==> src/rtl/strobe_cfg_pkg.sv <==
package strobe_cfg_pkg;

    parameter int ADDR_W  = 4;
    parameter int DATA_W  = 12;
    parameter int DUTY_W  = 12;
    parameter int DAC_W   = 8;
    parameter int CODE_W  = 4;
    parameter int SHIFT_W = 4;
    parameter int RES_W   = 2;
    parameter int AMP_N   = 2;

    localparam int FRAME_W = ADDR_W + DATA_W;
    localparam int CNT_W   = $clog2(FRAME_W + 2);
    localparam int CNT_MAX = FRAME_W + 1;

    typedef enum logic [ADDR_W-1:0] {
        A_DUTY1 = 4'd0,  A_DUTY2 = 4'd1,  A_OFS1  = 4'd2,  A_OFS2  = 4'd3,
        A_BIAS1 = 4'd4,  A_BIAS2 = 4'd5,  A_SHFT1 = 4'd6,  A_SHFT2 = 4'd7,
        A_GAIN1 = 4'd8,  A_GAIN2 = 4'd9,  A_OFSR1 = 4'd10, A_OFSR2 = 4'd11,
        A_AMPEN = 4'd12, A_RES   = 4'd13, A_SPARE = 4'd14, A_TEST  = 4'd15
    } reg_addr_e;

    typedef struct packed {
        reg_addr_e         addr;
        logic [DATA_W-1:0] data;
    } frame_t;

    typedef struct packed {
        logic [DUTY_W-1:0]  duty1;
        logic [DUTY_W-1:0]  duty2;
        logic [DAC_W-1:0]   bias1;
        logic [DAC_W-1:0]   bias2;
        logic [DAC_W-1:0]   ofs1;
        logic [DAC_W-1:0]   ofs2;
        logic [CODE_W-1:0]  gain1;
        logic [CODE_W-1:0]  gain2;
        logic [CODE_W-1:0]  ofsr1;
        logic [CODE_W-1:0]  ofsr2;
        logic [AMP_N-1:0]   amp_en;
        logic [RES_W-1:0]   res;
        logic [SHIFT_W-1:0] shift1;
        logic [SHIFT_W-1:0] shift2;
        logic               clk_int;
    } cfg_bank_t;

    localparam logic [RES_W-1:0] RES_RESERVED = '1;

    // Keep the old resolution when the reserved code is requested.
    function automatic logic [RES_W-1:0] res_pick(input logic [RES_W-1:0] cur,
                                                  input logic [RES_W-1:0] req);
        return (req == RES_RESERVED) ? cur : req;
    endfunction

endpackage

==> src/rtl/sync_edge.sv <==
module sync_edge #(
    parameter int W = 1
) (
    input  logic         clk,
    input  logic         rst,
    input  logic [W-1:0] din,
    output logic [W-1:0] lvl,
    output logic [W-1:0] rise,
    output logic [W-1:0] fall
);

    for (genvar i = 0; i < W; i++) begin : g_bit
        logic s1, s2, prev;
        always_ff @(posedge clk) begin
            if (rst) begin
                s1   <= 1'b0;
                s2   <= 1'b0;
                prev <= 1'b0;
            end else begin
                s1   <= din[i];
                s2   <= s1;
                prev <= s2;
            end
        end
        assign lvl[i]  = s2;
        assign rise[i] = s2 & ~prev;
        assign fall[i] = ~s2 & prev;
    end

endmodule

==> src/rtl/frame_shifter.sv <==
module frame_shifter
    import strobe_cfg_pkg::*;
(
    input  logic   clk,
    input  logic   rst,
    input  logic   clr,
    input  logic   sclk_rise,
    input  logic   sdat_lvl,
    input  logic   stb_lvl,
    input  logic   stb_rise,
    input  logic   stb_fall,
    output logic   wr_vld,
    output frame_t wr_frame
);

    logic [FRAME_W-1:0] sr;
    logic [CNT_W-1:0]   cnt;

    always_ff @(posedge clk) begin
        if (rst || clr) begin
            sr  <= '0;
            cnt <= '0;
        end else if (stb_fall) begin
            cnt <= '0;
        end else if (sclk_rise && !stb_lvl) begin
            sr  <= {sdat_lvl, sr[FRAME_W-1:1]};
            cnt <= (cnt == CNT_W'(CNT_MAX)) ? cnt : cnt + 1'b1;
        end
    end

    assign wr_vld        = stb_rise && !clr && (cnt == CNT_W'(FRAME_W));
    assign wr_frame.addr = reg_addr_e'(sr[ADDR_W-1:0]);
    assign wr_frame.data = sr[FRAME_W-1:ADDR_W];

    AST_HOLD_WHILE_STB: assert property (@(posedge clk) disable iff (rst)
        (stb_lvl && !clr) |=> ($stable(cnt) && $stable(sr)));
    AST_RESTART_AT_FALL: assert property (@(posedge clk) disable iff (rst)
        (stb_fall && !clr) |=> (cnt == '0));

endmodule

==> src/rtl/cfg_bank.sv <==
module cfg_bank
    import strobe_cfg_pkg::*;
(
    input  logic      clk,
    input  logic      rst,
    input  logic      clr,
    input  logic      wr_vld,
    input  frame_t    wr_frame,
    output cfg_bank_t bank
);

    cfg_bank_t nxt;

    always_comb begin
        nxt = bank;
        unique case (wr_frame.addr)
            A_DUTY1: nxt.duty1   = wr_frame.data[DUTY_W-1:0];
            A_DUTY2: nxt.duty2   = wr_frame.data[DUTY_W-1:0];
            A_OFS1:  nxt.ofs1    = wr_frame.data[DAC_W-1:0];
            A_OFS2:  nxt.ofs2    = wr_frame.data[DAC_W-1:0];
            A_BIAS1: nxt.bias1   = wr_frame.data[DAC_W-1:0];
            A_BIAS2: nxt.bias2   = wr_frame.data[DAC_W-1:0];
            A_SHFT1: nxt.shift1  = wr_frame.data[SHIFT_W-1:0];
            A_SHFT2: nxt.shift2  = wr_frame.data[SHIFT_W-1:0];
            A_GAIN1: nxt.gain1   = wr_frame.data[CODE_W-1:0];
            A_GAIN2: nxt.gain2   = wr_frame.data[CODE_W-1:0];
            A_OFSR1: nxt.ofsr1   = wr_frame.data[CODE_W-1:0];
            A_OFSR2: nxt.ofsr2   = wr_frame.data[CODE_W-1:0];
            A_AMPEN: nxt.amp_en  = wr_frame.data[AMP_N-1:0];
            A_RES:   nxt.res     = res_pick(bank.res, wr_frame.data[RES_W-1:0]);
            A_SPARE: nxt         = bank;
            A_TEST:  nxt.clk_int = wr_frame.data[0];
            default: nxt         = bank;
        endcase
    end

    always_ff @(posedge clk) begin
        if (rst || clr) bank <= '0;
        else if (wr_vld) bank <= nxt;
    end

    AST_BANK_WRITE_ONLY: assert property (@(posedge clk) disable iff (rst)
        (bank != $past(bank)) |-> ($past(wr_vld) || $past(clr)));
    AST_STANDBY_CLEARS: assert property (@(posedge clk) disable iff (rst)
        clr |=> (bank == cfg_bank_t'('0)));
    AST_RES_LEGAL: assert property (@(posedge clk) disable iff (rst)
        bank.res != RES_RESERVED);

endmodule

==> src/rtl/strobe_cfg_regs.sv <==
module strobe_cfg_regs
    import strobe_cfg_pkg::*;
(
    input  logic               clk,
    input  logic               rst,
    input  logic               standby_n,
    input  logic               ser_clk,
    input  logic               ser_dat,
    input  logic               ser_stb,
    output logic [DUTY_W-1:0]  duty_ch1,
    output logic [DUTY_W-1:0]  duty_ch2,
    output logic [DAC_W-1:0]   bias_ch1,
    output logic [DAC_W-1:0]   bias_ch2,
    output logic [DAC_W-1:0]   ofs_ch1,
    output logic [DAC_W-1:0]   ofs_ch2,
    output logic [CODE_W-1:0]  gain_ch1,
    output logic [CODE_W-1:0]  gain_ch2,
    output logic [CODE_W-1:0]  ofsr_ch1,
    output logic [CODE_W-1:0]  ofsr_ch2,
    output logic [AMP_N-1:0]   amp_en,
    output logic [RES_W-1:0]   pwm_res,
    output logic [SHIFT_W-1:0] shift_ch1,
    output logic [SHIFT_W-1:0] shift_ch2,
    output logic               clk_int_sel
);

    localparam int P_SCLK = 0;
    localparam int P_SDAT = 1;
    localparam int P_STB  = 2;
    localparam int P_SBY  = 3;
    localparam int NPIN   = 4;

    logic [NPIN-1:0] pin_lvl, pin_rise, pin_fall;
    logic            clr;
    logic            wr_vld;
    frame_t          wr_frame;
    cfg_bank_t       bank;

    sync_edge #(.W(NPIN)) u_sync (
        .clk  (clk),
        .rst  (rst),
        .din  ({standby_n, ser_stb, ser_dat, ser_clk}),
        .lvl  (pin_lvl),
        .rise (pin_rise),
        .fall (pin_fall)
    );

    assign clr = ~pin_lvl[P_SBY];

    frame_shifter u_shift (
        .clk       (clk),
        .rst       (rst),
        .clr       (clr),
        .sclk_rise (pin_rise[P_SCLK]),
        .sdat_lvl  (pin_lvl[P_SDAT]),
        .stb_lvl   (pin_lvl[P_STB]),
        .stb_rise  (pin_rise[P_STB]),
        .stb_fall  (pin_fall[P_STB]),
        .wr_vld    (wr_vld),
        .wr_frame  (wr_frame)
    );

    cfg_bank u_bank (
        .clk      (clk),
        .rst      (rst),
        .clr      (clr),
        .wr_vld   (wr_vld),
        .wr_frame (wr_frame),
        .bank     (bank)
    );

    assign duty_ch1    = bank.duty1;
    assign duty_ch2    = bank.duty2;
    assign bias_ch1    = bank.bias1;
    assign bias_ch2    = bank.bias2;
    assign ofs_ch1     = bank.ofs1;
    assign ofs_ch2     = bank.ofs2;
    assign gain_ch1    = bank.gain1;
    assign gain_ch2    = bank.gain2;
    assign ofsr_ch1    = bank.ofsr1;
    assign ofsr_ch2    = bank.ofsr2;
    assign amp_en      = bank.amp_en;
    assign pwm_res     = bank.res;
    assign shift_ch1   = bank.shift1;
    assign shift_ch2   = bank.shift2;
    assign clk_int_sel = bank.clk_int;

    AST_NO_COMMIT_IN_STANDBY: assert property (@(posedge clk) disable iff (rst)
        (!standby_n && $past(!standby_n) && $past(!standby_n, 2)) |=> (duty_ch1 == '0 && clk_int_sel == 1'b0));

endmodule

==> config.mk <==
export PLATFORM = sky130hd
export DESIGN_NAME = strobe_cfg_regs
export DESIGN_NICKNAME = d
export VERILOG_FILES = /design/src/rtl/strobe_cfg_pkg.sv /design/src/rtl/sync_edge.sv /design/src/rtl/frame_shifter.sv /design/src/rtl/cfg_bank.sv /design/src/rtl/strobe_cfg_regs.sv
export SDC_FILE = /design/constraint.sdc
export NUM_CORES = 1
export LEC_CHECK = 0
export BUFFER_PORTS_ARGS = -buffer_cell sky130_fd_sc_hd__buf_2
export CAP_MARGIN = 20
export CORE_MARGIN = 2
export CORE_UTILIZATION = 50
export CTS_CLUSTER_SIZE = 30
export DETAILED_ROUTE_END_ITERATION = 12
export PLACE_DENSITY_LB_ADDON = 0.3
export SETUP_SLACK_MARGIN = 0.1
export SLEW_MARGIN = 20
export SYNTH_ARGS = -nofsm -noshare
export SYNTH_HDL_FRONTEND = slang
export SYNTH_HIERARCHICAL = 1
export SYNTH_SLANG_ARGS = --single-unit
==> constraint.sdc <==
create_clock -name clk -period 2.01 [get_ports clk]
set_input_delay 0.1005 -clock clk [delete_from_list [all_inputs] [get_ports clk]]
set_output_delay 0.1005 -clock clk [all_outputs]
set_load 0.01 [all_outputs]
# --- Word level (Yosys, flattened, before mapping) ---
# Index checks and enable logic that the tools add are counted.
# Widths: inputs -> output; s select.
word_totals:
  ff_bits: 116
  inputBits: 6
  elab_cells: 79
op_classes:
  reduce_logical: 24
  n_addsub: 1
  n_bitwise: 10
  n_eq_ne: 17
ops:
  columns: ["operator", "n"]
  rows:
  - ["$reduce_and 2->1", 16]
  - ["$eq 4x4->1 const B", 7]
  - ["$eq 4x3->1 const B", 4]
  - ["$eq 5x5->1 const B", 2]
  - ["$eq 4x2->1 const B", 2]
  - ["$not 1->1", 7]
  - ["$add 5x1->5 const B", 1]
  - ["$eq 4x1->1 const B", 1]
  - ["$logic_not 4->1", 1]
  - ["$and 1x1->1", 3]
  - ["$logic_and 1x1->1", 3]
  - ["$reduce_and 3->1", 1]
  - ["$eq 2x2->1 const B", 1]
  - ["$reduce_or 2->1", 1]
  - ["$logic_not 1->1", 1]
  - ["$logic_or 1x1->1", 1]

# --- Logic depth before layout (Yosys ltp) ---
# Gate-level depths: netlist of the first run.
depth:
  word_depth: 5
  depth_mapped: 8

# --- Hierarchy ---
# Netlist of the first run, hierarchy kept.
modules_own_cells:
  columns: ["mod", "seq_area_each_um2", "cells_each", "area_per_inst_um2", "n_inst"]
  rows:
  - ["cfg_bank", 1701.6, 309, 3193.1, 1]
  - ["frame_shifter", 420.4, 107, 869.6, 1]
  - ["sync_edge", 240.2, 37, 446.7, 1]
  - ["strobe_cfg_regs", 0.0, 1, 3.8, 1]

# --- Least setup slack after synthesis of the first run ---
# OpenSTA, ideal clock, no wires.
synth_path:
  path_kind: "register -> register"
  start: "register u_sync.g_bit[3].s2"
  end: "register u_bank/bank[75] (netlist name)"
  slack_ns: 0.285
  required_ns: 1.878
  path_stages_with_launch: 9
  arrival_ns: 1.592
  cell_sequence: "dfxtp_1 buf_4 inv_1 nand4b_1 nor3_1 nor3b_4 nand2_2 buf_6 mux2i_1"
synth_lines:
  columns: ["element", "line_no", "text"]
  rows:
  - ["start: declaration", "sync_edge.sv:13", "logic s1, s2, prev;"]
  - ["start signal: assignment", "sync_edge.sv:17", "s2 <= 1'b0;"]
  - ["start signal: assignment", "sync_edge.sv:21", "s2 <= s1;"]
  - ["$not 1->1", null, null]
  - ["via clr", "strobe_cfg_regs.sv:34", "logic clr;"]
  - ["$logic_or 1x1->1", "cfg_bank.sv:38", "if (rst || clr) bank <= '0;"]
# The timed path passes the listed nets, and every way through them passes these cells.
# A chain may end at the register's enable or synchronous reset.

# --- Worst setup path after layout of the first run ---
layout_path:
  start: "register u_shift.cnt[0]"
  end: "register u_bank/bank[12] (netlist name)"
layout_between:
  elab_chain_cells: 3
layout_rtl:
  columns: ["element", "line_no", "text"]
  rows:
  - ["start: declaration", "frame_shifter.sv:17", "logic [CNT_W-1:0] cnt;"]
  - ["start signal: assignment", "frame_shifter.sv:27", "cnt <= (cnt == CNT_W'(CNT_MAX)) ? cnt : cnt + 1'b1;"]
  - ["$eq 5x5->1", "frame_shifter.sv:31", "assign wr_vld = stb_rise && !clr && (cnt == CNT_W'(FRAME_W));"]
  - ["$logic_and 1x1->1", "frame_shifter.sv:31", null]
  - ["via wr_vld", "strobe_cfg_regs.sv:35", "logic wr_vld;"]
  - ["$reduce_and 2->1 (no source line)", null, null]
# The timed path passes the listed nets, and every way through them passes these cells.

==> results.txt, run 1 <==
The run finished with clean final reports. Setup repair after global routing left no endpoint under its margin. The slowest cell on the critical path is sky130_fd_sc_hd__dfxtp_1.

The post-layout net count came out at 553. On the worst path, the slowest cell contributes a delay of between 300 and 400 ps. TritonCTS built the clock tree. The required time at the worst-slack endpoint came out at 2370 ps. The share of the core filled with cells in the final layout is about two thirds. The gate count after technology mapping came out at 444. Setup violations remaining at the end of the flow were counted as 0. The first global-routing pass estimated ~16000 µm of wire.

Grouping stages by cell kind, the critical path spends the most delay in simple AND/OR/NAND/NOR gates. The later pin in the worst-skew pair is clocked with a latency of 510 ps. The signal on the critical path passes through inv_1, ha_1, nand4b_1, nor3_2, buf_4, nor3b_4, buf_6, nand3_2, mux2i_1. The initial antenna violation count is 0. The number of buffers added on ports came out at 90. The top achievable clock speed is ~550 MHz. The remaining max-slew budget at the tightest pin is 58.3%.

The setup total negative slack is 0 ps. The layout filler cell count is 693. The CTS buffer count came out at 17.

The number of slew-limit violations in the final report came to 0. After clock tree synthesis, the clock-pin slew on the worst setup and hold paths is ~60 ps. Routability-driven placement finished with a final weighted congestion of 0.738.

The final routed wirelength across all metal layers came out at between 10000 and 15000 µm. The number of vias per cell came out at about 5.2. The floorplan has 34 rows. The total area of sequential cells is between 0.002 and 0.0025 mm². The die is 98.0 µm wide.

The final hold violation count came out at 0. The worst setup skew after layout is 6.69 ps. The total power density per cell area came out at 952 mW/mm².

The count of antenna-violating nets left after detailed routing is 0. The time the final worst path needs with I/O delays and setup is ~1800 ps. Data arrives at the worst endpoint at 2190 ps. In this run the clock root is driven by a sky130_fd_sc_hd__clkbuf_8. The synthesized net count is 453. The number of global-route vias before repair is 3412. The wire length per cell after detailed routing is between 15 and 20 µm. The post-detailed-route DRC marker count came out at 0.

The completed layout was analyzed and its total power is ~5400 µW. The analysis attributes to cell leakage a power of 0.00280 µW. The number of search-and-repair iterations in the first detailed-routing pass is 4. The total global routing track utilization is a little over a fifth.

The final global-route overflow total came out at 0. Summing all multi-input logic gate instances after layout gives 0.00199 mm². Yosys printed 6 warnings. For this block, the via count after detailed routing is 3461. Relative to the synthesized area, the layout overhead comes to 28.3%. The maximum count of clock buffers along a single path is 2. The clock net sink count is between 100 and 150. IR analysis of the VDD net gives a maximum drop of 558 µV. The count of inserted antenna diode cells came out at 0. The total half-perimeter wirelength after legalization and detailed placement came out at 6590 µm. The type of origin of the critical path is a flop. The filler-free cell count of the finished design came out at 665. The number of H-tree branching levels came out at 4. The starting density of the core came out at 51.1%. The category of the worst setup path capture point is a flop. The DRC violation total after the first TritonRoute iteration came out at 210. The worst path buffer plus inverter count came out at 3. Summing every instance area after synthesis gives 0.00442 mm². The number of placed instances, taps included, is ~620. The tool flagged a number of max-cap violations equal to 0. In this run the worst hold path is classified as reg -> reg. The post-synthesis average cell area came out at 9.95 µm². 91 I/O pins were placed.

The core region area is 0.00864 mm². The total die area is 0.00960 mm². The category of the most critical setup path is reg -> reg. The height of the chip came out at 98.0 µm.

The actual slew at the worst max-slew pin is 624 ps. The maximum fanout along the worst path came out at 5. The fraction of final layout cells with drive strength greater than 1 is 28.7%. The share of the clock period used by the worst path after layout came out at 90.9%. The pin count of the biggest net entering global routing is 54.
worst reg2reg max path, stage by stage, from the launching register on:
cell                       delay, ps
sky130_fd_sc_hd__dfxtp_1         340
sky130_fd_sc_hd__inv_1            90
sky130_fd_sc_hd__ha_1            140
sky130_fd_sc_hd__nand4b_1        110
sky130_fd_sc_hd__nor3_2          140
sky130_fd_sc_hd__buf_4           150
sky130_fd_sc_hd__nor3b_4         260
sky130_fd_sc_hd__buf_6           180
sky130_fd_sc_hd__nand3_2         120
sky130_fd_sc_hd__mux2i_1         160
path summary, 6_finish.rpt:
path	cells past startpoint	slack, ps	end	from
max	9	180	u_bank/bank[12]	u_shift/cnt[0]
min	1	430	u_sync/g_bit[1].s2	u_sync/g_bit[1].s1
max reg2reg	9	180	u_bank/bank[12]	u_shift/cnt[0]
min reg2reg	1	430	u_sync/g_bit[1].s2	u_sync/g_bit[1].s1
area by class of cell:
| type | count | area share (%) |
|---|---|---|
| Sequential cell | 116 | 41.0 |
| Clock buffer | 20 | 7.86 |
| Inverter | 3 | 0.199 |
| Timing Repair Buffer | 106 | 10.8 |
| Multi-Input combinational cell | 300 | 35.1 |
| Clock inverter | 12 | 2.69 |
| Tap cell | 108 | 2.38 |
cells in the final DEF (no fill, tap or decap), types with 2 or more instances in the layout:
master and count:
sky130_fd_sc_hd__nand2_2 3, sky130_fd_sc_hd__buf_4 5, sky130_fd_sc_hd__clkinv_2 3, sky130_fd_sc_hd__nand4b_1 2, sky130_fd_sc_hd__nor2b_4 3, sky130_fd_sc_hd__clkbuf_8 3
sky130_fd_sc_hd__nand2_1 133, sky130_fd_sc_hd__nor2_4 2, sky130_fd_sc_hd__a21oi_1 21, sky130_fd_sc_hd__clkbuf_16 16, sky130_fd_sc_hd__or3_1 2, sky130_fd_sc_hd__nor2b_1 4
sky130_fd_sc_hd__nor3_1 2, sky130_fd_sc_hd__o21ai_0 4, sky130_fd_sc_hd__buf_2 90, sky130_fd_sc_hd__nand3b_1 2, sky130_fd_sc_hd__inv_6 2, sky130_fd_sc_hd__dfxtp_1 116
sky130_fd_sc_hd__nor2b_2 7, sky130_fd_sc_hd__nand3_1 4, sky130_fd_sc_hd__ha_1 3, sky130_fd_sc_hd__clkinvlp_4 4, sky130_fd_sc_hd__nand3_2 2, sky130_fd_sc_hd__nand2_4 6
sky130_fd_sc_hd__inv_1 3, sky130_fd_sc_hd__bufinv_16 3, sky130_fd_sc_hd__o221a_2 2, sky130_fd_sc_hd__dlygate4sd3_1 9, sky130_fd_sc_hd__mux2i_1 83
sequential cells by signal, indices dropped and copies added, names as in the netlist:
| signal | flops |
|---|---|
| u_shift/cnt | 5 |
| u_shift/sr | 16 |
| u_sync/g_bit.prev | 2 |
| u_sync/g_bit.s2 | 4 |
| u_bank/bank | 85 |
| u_sync/g_bit.s1 | 4 |
report_power, final:
group          total [µW]  leakage (µW)  internal (µW)  switching [µW]
combinational        75.6       0.00158           33.4            42.2
clock                3010      0.000284           1950            1050
sequential           2310      0.000936           2310            2.23
total                5390       0.00280           4290            1100
timing repair:
action / 4_1_cts / 5_1_grt
setup endpoints to repair: 0 / 68
resized for setup: 0 / 13
hold buffers: 9 / 0
endpoints found under the hold margin: 9 / 0
setup buffers: 0 / 1
metrics by stage:
step | instance area (µm²) | setup slack (ps) | hold slack, ps
2_1_floorplan | 4420 | 311 | 230
4_1_cts | 5600 | 107 | 441
3_3_place_gp | 4910 | 191 | 311
6_report | 5670 | 182 | 434
3_5_place_dp | 4910 | 132 | 314
5_1_grt | 5670 | 26.4 | 459
layer usage:
| layer | share of wire (%) | vias to the layer above | global-route usage [%] |
|---|---|---|---|
| met5 | 0 | - | 0 |
| met4 | 1.7 | 0 | 8.65 |
| met2 | 50 | 98 | 35.2 |
| met3 | 4.8 | 19 | 6.66 |
| met1 | 43 | 1663 | 26.5 |
| li1 | - | 1681 | - |
Power figures use the tool's default switching activity.
==> inputs of run 2 (changes only) <==
--- a/config.mk
+++ b/config.mk
@@ -11,6 +11,7 @@
 export CORE_UTILIZATION = 50
 export CTS_CLUSTER_SIZE = 30
 export DETAILED_ROUTE_END_ITERATION = 12
+export MAX_ROUTING_LAYER = met4
 export PLACE_DENSITY_LB_ADDON = 0.3
 export SETUP_SLACK_MARGIN = 0.1
 export SLEW_MARGIN = 20
==> results.txt, run 2 (synthesized netlist as in run 1, its figures left out) <==
The count of antenna-violating nets left after detailed routing came out at 0 (unchanged). The number of global-route vias before repair is 3400 (-0.35%). Setup repair after global routing could not meet its margin everywhere.

The largest stage delay on the critical path came out at 340 ps (about the same). The clock-pin transition on the worst setup and hold timing paths is 50 ps (about the same). The worst path buffer plus inverter count is 2 (-1).

The final routed wirelength across all metal layers came to 10000 µm (-2.1%). STA classifies the critical path endpoint as a flop. The final setup violation count was 0 (unchanged).

The wire length per cell after detailed routing came out at 15.1 µm (-2.1%). The count of inserted antenna diode cells is 0 (unchanged). The type of origin of the critical path is a flop.

The largest registers in the layout are u_bank/bank: 85 flops, u_shift/sr: 16 flops, u_shift/cnt: 5 flops. The clock net sink count is 116 (unchanged). More flip-flops sit in one register than any other, and that register is u_bank/bank. The critical path goes through inv_1, ha_1, nand4b_1, nor3_2, buf_4, and3b_2, nand3_1, o221a_2.

The starting density of the core is 51.1% (unchanged). The setup total negative slack was 0 ps (unchanged). The total die area is 0.00960 mm² (unchanged). The pin count of the biggest net entering global routing came out at 54 (unchanged). Leaving out fill and tap cells, the most frequent cell in the layout is sky130_fd_sc_hd__nand2_1. The final hold violation count is 0 (unchanged). The height of the chip is 98.0 µm (unchanged). The final global-route overflow total came out at 0 (unchanged). The first-pass GRT wire length is 16400 µm (about the same). TritonCTS built the clock tree. The total of max-cap violations came out at 0 (unchanged). The post-detailed-route DRC marker count is 0 (unchanged).

The cell type group with the largest total delay on the critical path is simple AND/OR/NAND/NOR gates. The worst setup slack before clock tree synthesis is 132 ps (unchanged). The DRC violation total after the first TritonRoute iteration came out at 185 (-12%). The worst-case setup margin in the final layout was 185 ps (+3.27 ps). The number of vias per cell is 5.16 (-0.87%). The time the final worst path needs with I/O delays and setup is 1820 ps (-3.27 ps). The number of H-tree branching levels came to 4 (unchanged). The core region area came out at 0.00864 mm² (unchanged). The fraction of final layout cells with drive strength greater than 1 came out at 28.5% (-0.18 points).

The root buffer cell chosen for the clock tree is sky130_fd_sc_hd__clkbuf_8. The total half-perimeter wirelength after legalization and detailed placement came out at 6590 µm (unchanged). The share of the core filled with cells in the final layout is 65.5% (-0.12 points). The total number of vias was 3431 (-0.87%). The maximum count of clock buffers along a single path came to 2 (unchanged). The synthesis-to-finish area growth is 28.1%.

The class of the worst hold path is reg -> reg. The share of the clock period used by the worst path after layout is 90.8% (-0.16 points). The slowest stage of the critical path belongs to the cell sky130_fd_sc_hd__dfxtp_1. The total power density per cell area came out at 949 mW/mm² (-0.22%). The top achievable clock speed is 548 MHz (+0.18%). The number of buffers added on ports is 90 (unchanged).

The maximum vdd drop came out at 549 µV (-1.5%). The run finished with clean final reports. The number of flip-flops under the largest register name came to 85 (unchanged). The later-pin clock latency in the skew report is 510 ps (about the same). The CTS buffer count is 17 (unchanged). The remaining max-slew budget at the tightest pin came out at 57.1% (-1.2 points). The number of slew-limit violations in the final report came to 0 (unchanged).

The data arrival at the endpoint of the critical path came out at 2210 ps (+20 ps). The worst setup skew after layout is 7.92 ps (+1.24 ps). The number of search-and-repair iterations in the first detailed-routing pass came out at 4 (unchanged). The number of core rows came out at 34 (unchanged).

The horizontal die dimension is 98.0 µm (unchanged). The total global routing track utilization came out at 22.1% (+0.62 points). The required time at the worst-slack endpoint was 2400 ps (+30 ps).

The library cells used most frequently in the layout, excluding fill and tap cells, are 133 x sky130_fd_sc_hd__nand2_1, 116 x sky130_fd_sc_hd__dfxtp_1, 90 x sky130_fd_sc_hd__buf_2, 83 x sky130_fd_sc_hd__mux2i_1, 21 x sky130_fd_sc_hd__a21oi_1. The critical path is of the reg -> reg type. The number of I/O pins came to 91 (unchanged). The actual slew at the worst max-slew pin is 642 ps (+17.4 ps). The maximum fanout along the worst path is 5 (unchanged). The overall power consumption was 5370 µW (-0.40%). The post-layout net count came to 553 (unchanged). The static leakage is 0.00280 µW (about the same). The initial antenna violation count came out at 0 (unchanged). The placer's final routability congestion estimate is 0.747 (+1.2%).
## run 2: cell type report
class	count	area [µm²]
well taps	108	135
repair buffers	106	609
clock buffers	20	445
multi-input cells	300	1980
fillers	701	2980
inverters	3	11.3
clock inverters	12	153
flip-flops and latches	116	2320
## run 2: metal layers
layer / share of wire, % / global-route usage [%]
met1: 44 / 26.7
met2: 50 / 35.2
met3: 5.1 / 5.94
met4: 1.1 / 8.97
met5: 0 / -
## run 2: repair_timing
| item | CTS | global route |
|---|---|---|
| hold buffers | 9 | 0 |
| resized for setup | 0 | 11 |
| setup buffers | 0 | 1 |
| setup endpoints to repair | 0 | 68 |
| endpoints found under the hold margin | 9 | 0 |
## run 2: where the power goes
group | switching [µW] | internal [µW] | total [µW] | leakage, µW
clock | 1030 | 1950 | 2980 | 0.000284
combinational | 42.1 | 33.4 | 75.4 | 0.00158
sequential | 2.23 | 2310 | 2310 | 0.000936
## run 2: through the flow
stage | hold slack, ps | area, µm² | cells
after global placement | 311 | 4910 | 622
after CTS | 441 | 5600 | 663
after floorplan | 230 | 4420 | 444
after detailed placement | 314 | 4910 | 622
final | 435 | 5660 | 665
after global routing | 459 | 5660 | 665
## run 2: final timing paths
kind	from	end	slack, ps	cells past startpoint
setup / recovery	u_shift/cnt[0]	u_bank/bank[10]	190	8
hold / removal	u_sync/g_bit[1].s1	u_sync/g_bit[1].s2	440	1
setup reg to reg	u_shift/cnt[0]	u_bank/bank[10]	190	8
hold reg to reg	u_sync/g_bit[1].s1	u_sync/g_bit[1].s2	440	1
